==> config.mk <==
export PLATFORM = sky130hd
export DESIGN_NAME = slow_sys_timer
export DESIGN_NICKNAME = d
export VERILOG_FILES = /design/src/rtl/slow_sys_timer.sv
export SDC_FILE = /design/constraint.sdc
export NUM_CORES = 1
export LEC_CHECK = 0
export ABC_AREA = 1
export BUFFER_PORTS_ARGS = -buffer_cell sky130_fd_sc_hd__buf_2
export CAP_MARGIN = 20
export CELL_PAD_IN_SITES_DETAIL_PLACEMENT = 1
export CELL_PAD_IN_SITES_GLOBAL_PLACEMENT = 2
export CORE_MARGIN = 3
export CORE_UTILIZATION = 37
export CTS_BUF_LIST = sky130_fd_sc_hd__clkbuf_16
export CTS_CLUSTER_SIZE = 24
export DETAILED_ROUTE_END_ITERATION = 12
export HOLD_SLACK_MARGIN = 0.05
export PLACE_DENSITY = 0.95
export SYNTH_ARGS = -nofsm -noshare
export SYNTH_HDL_FRONTEND = slang
export SYNTH_SLANG_ARGS = --single-unit
==> constraint.sdc <==
create_clock -name clk -period 4.1 [get_ports clk]
set_input_delay 0.615 -clock clk [delete_from_list [all_inputs] [get_ports clk]]
set_output_delay 0.615 -clock clk [all_outputs]
set_load 0.02 [all_outputs]
==> src/rtl/slow_sys_timer.sv <==
`timescale 1ns/1ps
module slow_sys_timer #(
  parameter int ADDR_W   = 8,
  parameter int RLD_W    = 16,
  parameter int RTC_W    = 20,
  parameter int WD_SHIFT = 6,
  parameter int PRE_RST  = 32768
) (
  input  logic              clk,
  input  logic              rst_n,
  input  logic              slow_clk,
  input  logic              bus_sel,
  input  logic              bus_wr,
  input  logic [ADDR_W-1:0] bus_addr,
  input  logic [31:0]       bus_wdata,
  output logic [31:0]       bus_rdata,
  output logic              irq,
  output logic              wd_reset
);
  localparam int WD_W = RLD_W + WD_SHIFT;
  localparam logic [ADDR_W-1:0] A_CMD  = ADDR_W'(8'h00);
  localparam logic [ADDR_W-1:0] A_PIV  = ADDR_W'(8'h04);
  localparam logic [ADDR_W-1:0] A_WDM  = ADDR_W'(8'h08);
  localparam logic [ADDR_W-1:0] A_RTP  = ADDR_W'(8'h0C);
  localparam logic [ADDR_W-1:0] A_STS  = ADDR_W'(8'h10);
  localparam logic [ADDR_W-1:0] A_IEN  = ADDR_W'(8'h14);
  localparam logic [ADDR_W-1:0] A_IDIS = ADDR_W'(8'h18);
  localparam logic [ADDR_W-1:0] A_MASK = ADDR_W'(8'h1C);
  localparam logic [ADDR_W-1:0] A_RTV  = ADDR_W'(8'h20);

  logic [2:0] sync;
  logic       tick;
  always_ff @(posedge clk or negedge rst_n)
    if (!rst_n) sync <= '0;
    else        sync <= {sync[1:0], slow_clk};
  assign tick = sync[1] & ~sync[2];

  logic wr, rd;
  assign wr = bus_sel & bus_wr;
  assign rd = bus_sel & ~bus_wr;

  logic wr_cmd, wr_piv, wr_wdm, wr_rtp, wr_ien, wr_idis, rd_sts;
  assign wr_cmd  = wr && bus_addr == A_CMD;
  assign wr_piv  = wr && bus_addr == A_PIV;
  assign wr_wdm  = wr && bus_addr == A_WDM;
  assign wr_rtp  = wr && bus_addr == A_RTP;
  assign wr_ien  = wr && bus_addr == A_IEN;
  assign wr_idis = wr && bus_addr == A_IDIS;
  assign rd_sts  = rd && bus_addr == A_STS;

  logic [RLD_W-1:0] piv_rld, piv_cnt;
  logic             pit_hit;
  assign pit_hit = tick && !wr_piv && piv_rld != '0 && piv_cnt <= RLD_W'(1);

  always_ff @(posedge clk or negedge rst_n)
    if (!rst_n) begin
      piv_rld <= '0;
      piv_cnt <= '0;
    end else if (wr_piv) begin
      piv_rld <= bus_wdata[RLD_W-1:0];
      piv_cnt <= bus_wdata[RLD_W-1:0];
    end else if (tick && piv_rld != '0) begin
      piv_cnt <= pit_hit ? piv_rld : piv_cnt - 1'b1;
    end

  logic [RLD_W-1:0] rtp_rld, pre_cnt;
  logic [RTC_W-1:0] rtv;
  logic             rt_hit;
  assign rt_hit = tick && !wr_rtp && pre_cnt <= RLD_W'(1);

  always_ff @(posedge clk or negedge rst_n)
    if (!rst_n) begin
      rtp_rld <= RLD_W'(PRE_RST);
      pre_cnt <= RLD_W'(PRE_RST);
      rtv     <= '0;
    end else if (wr_rtp) begin
      rtp_rld <= bus_wdata[RLD_W-1:0];
      pre_cnt <= bus_wdata[RLD_W-1:0];
      rtv     <= '0;
    end else if (tick) begin
      pre_cnt <= rt_hit ? rtp_rld : pre_cnt - 1'b1;
      if (rt_hit) rtv <= rtv + 1'b1;
    end

  logic [RLD_W-1:0] wd_rld;
  logic             wd_ren;
  logic [WD_W-1:0]  wd_cnt;
  logic             restart, wd_hit;
  assign restart = wr_cmd && bus_wdata[0];
  assign wd_hit  = tick && !restart && !wr_wdm && wd_cnt == WD_W'(1);

  always_ff @(posedge clk or negedge rst_n)
    if (!rst_n) begin
      wd_rld   <= '0;
      wd_ren   <= 1'b0;
      wd_cnt   <= '0;
      wd_reset <= 1'b0;
    end else begin
      wd_reset <= wd_hit & wd_ren;
      if (wr_wdm) begin
        wd_rld <= bus_wdata[RLD_W-1:0];
        wd_ren <= bus_wdata[RLD_W];
        wd_cnt <= {bus_wdata[RLD_W-1:0], {WD_SHIFT{1'b0}}};
      end else if (restart) begin
        wd_cnt <= {wd_rld, {WD_SHIFT{1'b0}}};
      end else if (tick && wd_cnt != '0) begin
        wd_cnt <= wd_cnt - 1'b1;
      end
    end

  logic [2:0] sts, imask;
  always_ff @(posedge clk or negedge rst_n)
    if (!rst_n) begin
      sts   <= '0;
      imask <= '0;
    end else begin
      sts <= (rd_sts ? 3'b000 : sts) | {rt_hit, wd_hit, pit_hit};
      if (wr_ien)  imask <= imask | bus_wdata[2:0];
      if (wr_idis) imask <= imask & ~bus_wdata[2:0];
    end

  assign irq = |(sts & imask);

  always_comb begin
    bus_rdata = '0;
    case (bus_addr)
      A_PIV:  bus_rdata[RLD_W-1:0] = piv_rld;
      A_WDM:  bus_rdata[RLD_W:0]   = {wd_ren, wd_rld};
      A_RTP:  bus_rdata[RLD_W-1:0] = rtp_rld;
      A_STS:  bus_rdata[2:0]       = sts;
      A_MASK: bus_rdata[2:0]       = imask;
      A_RTV:  bus_rdata[RTC_W-1:0] = rtv;
      default: bus_rdata = '0;
    endcase
  end
endmodule

==> results.json <==
{
  "finalSetupViolCount": 0,
  "mostFrequentLayoutCells": "nand2_1, inv_1, nor2_1",
  "cts_hold_buf": 0,
  "rsz0062_at_grt": "no",
  "die-area_um2": 24400,
  "cp_data_required_time_ns": 3.48,
  "finalCritPeriodShare_pct": 75.8,
  "finalNonFillerCells": 1529,
  "worst_slack_ns": 0.991,
  "grt_first_pass_wirelength_um": 47800,
  "grt_pass1_vias": 8600,
  "fp-row-count": 54,
  "vias": 8329,
  "synth_top_area_cell": "dfrtp_1",
  "clk_path_buf_depth": 2,
  "post-route-drc-count": 0,
  "slowest_stage": "nand2_1",
  "ir_drop_mv": 0.248,
  "drt_first_pass_iters": 5,
  "cp-end-kind": "output port",
  "postSynthCellCount": 1189,
  "cts_resized": 0,
  "finalSetupTns_ns": 0,
  "path_clk_slew_ns": 0.07,
  "fin_nets": 1288,
  "grt_max_degree": 100,
  "crit_fanout": 16,
  "ys_seq_area_share_pct": 39.9,
  "p_per_area_nw_per_um2": 551,
  "gp_congestion": 0.882,
  "avgSynthCellArea_um2": 7.02,
  "worstPathCellList": "buf_2, inv_2, nand2_1, nor2_2, nand2_1, o22ai_1, a21oi_1, o21ai_0, buf_2",
  "ys_ff_latch": 133,
  "place_inst": 1497,
  "antenna_found_initial": 1,
  "num_io_pins": 79,
  "synth_edf_count": 0,
  "relSlewSlack_pct": 32.6,
  "crit_arrival_ns": 2.49,
  "initial_core_util_pct": 38.0,
  "htree_num_levels": 4,
  "synth_area_um2": 8340,
  "hold_path_class": "input pin to register",
  "totalWireLength_um": 30300,
  "synthFlopType": "dfrtp_1",
  "criticalPathCategory": "input pin to output port",
  "fp.coreArea_um2": 22000,
  "hold_slack_ns": 0.271,
  "period_needed_ns": 3.11,
  "cts-buffers-inserted": 17,
  "leakage_uw": 0.00478,
  "max_stage_delay_ns": 0.48,
  "num_antenna_cells": 0,
  "drive_above_1_share_pct": 10.5,
  "max-cap-violations": 0,
  "yosys-top-cells-area": "dfrtp_1, nand2_1, inv_1",
  "max_freq_ghz": 0.322,
  "final_common_cell": "nand2_1",
  "cts.sinks": 133,
  "overflow": 0,
  "dp_hpwl_um": 22300,
  "yosysUniqueCellTypes": 45,
  "pre_cts_slack_ns": 1.07,
  "drt_iter0_drc": 531,
  "grt.total_usage_pct": 25.5,
  "syn2layout_area_growth_pct": 13.6,
  "yosysTopAreaCellShare_pct": 39.3,
  "async_flop_share_pct": 100,
  "fin_util_pct": 43.2,
  "clk_latency_ns": 0.45,
  "die_y_um": 156,
  "skew_ns": 0.0118,
  "yosys_warnings": 0,
  "slew_viol_final": 0,
  "drt-wirelength-per-cell_um": 19.8,
  "root_buffer": "clkbuf_16",
  "status": "complete, no violations",
  "cts_setup_buffers": 0,
  "die_w_um": 156,
  "tightest_slew_ns": 1.01,
  "tritoncts": "built",
  "antenna_left": 0,
  "start_kind": "input pin",
  "routed_via_density": 5.45,
  "finalHoldViolCount": 0,
  "port-buffer-count": 51
}
==> logic make-up (layout without fill, tap and decap cells) <==
kind of cell | Yosys count | in the layout | share of synthesized area (%)
AO/OA/AOI/OAI | 182 | 182 | 12.6
XOR/XNOR | 29 | 29 | 3.04
adder cells (fa/ha/maj) | 7 | 7 | 1.05
buffers and inverters | 186 | 235 | 9.58
flip-flops | 133 | 133 | 39.9
other | 1 | 12 | 0.0449
AND/OR/NAND/NOR | 651 | 651 | 33.8
==> metrics by stage <==
stage / power, µW / cell area (µm²)
after detailed placement: 3360 / 8800
final: 5220 / 9480
after global routing: 5550 / 9480
after floorplan: 2930 / 8380
after CTS: 5240 / 9480
after global placement: 3290 / 8800
==> final cells by class <==
cell class              count  area, µm²
clock buffers              17        425
clock inverters            15        260
fillers                  2829      12500
inverters                 145        547
repair buffers             58        314
flip-flops and latches    133       3330
multi-input cells         881       4250
well taps                 280        350
==> per-layer routing <==
metal  track usage (%)  up-vias  wire [µm]
met5                 0        -          7
met4              10.9        2       1210
met3              5.21       68       1660
met2              40.7      217      13800
met1              33.6     4135      13600
li1                  -     3907          -
==> worst paths after layout <==
kind	from	endpoint	slack (ns)	cells after the start
max	bus_addr[3]	bus_rdata[5]	0.99	9
min	slow_clk	sync[0]$_DFF_PN0_	0.27	1
max reg2reg	pre_cnt[0]$_DFFE_PN0P_	rtv[19]$_DFFE_PN0P_	1.58	7
min reg2reg	sync[0]$_DFF_PN0_	sync[1]$_DFF_PN0_	0.36	0
max in group asynchronous	rst_n	piv_rld[11]$_DFFE_PN0N_	2.89	2
min in group asynchronous	rst_n	piv_cnt[14]$_DFFE_PN0P_	0.30	1
==> power by group <==
| group | internal [µW] | switching [µW] |
|---|---|---|
| clock | 1200 | 651 |
| combinational | 486 | 965 |
| sequential | 1600 | 325 |
==> worst max-delay path, delay by kind of cell <==
family / cells / cell delay (ns)
buffers and inverters: 3 / 0.44
AND/OR/NAND/NOR: 3 / 0.80
AO/OA/AOI/OAI: 3 / 0.62
==> cells in the mapped netlist (13+ instances only) <==
library cell,n
a21oi_1,41
buf_2,13
buf_4,16
dfrtp_1,131
inv_1,138
nand2_1,354
nand3_1,96
nand4_1,18
nor2_1,134
o2111ai_1,13
o21ai_0,79
xor2_1,27
==> flip-flops by register name, summed over array words and instances, names as in the netlist, 16 cells and up, named ones only <==
signal,cells
wd_cnt,22
rtv,20
piv_cnt,16
piv_rld,16
pre_cnt,16
rtp_rld,16
wd_rld,16
No activity file was read; power rests on OpenSTA's default activity.
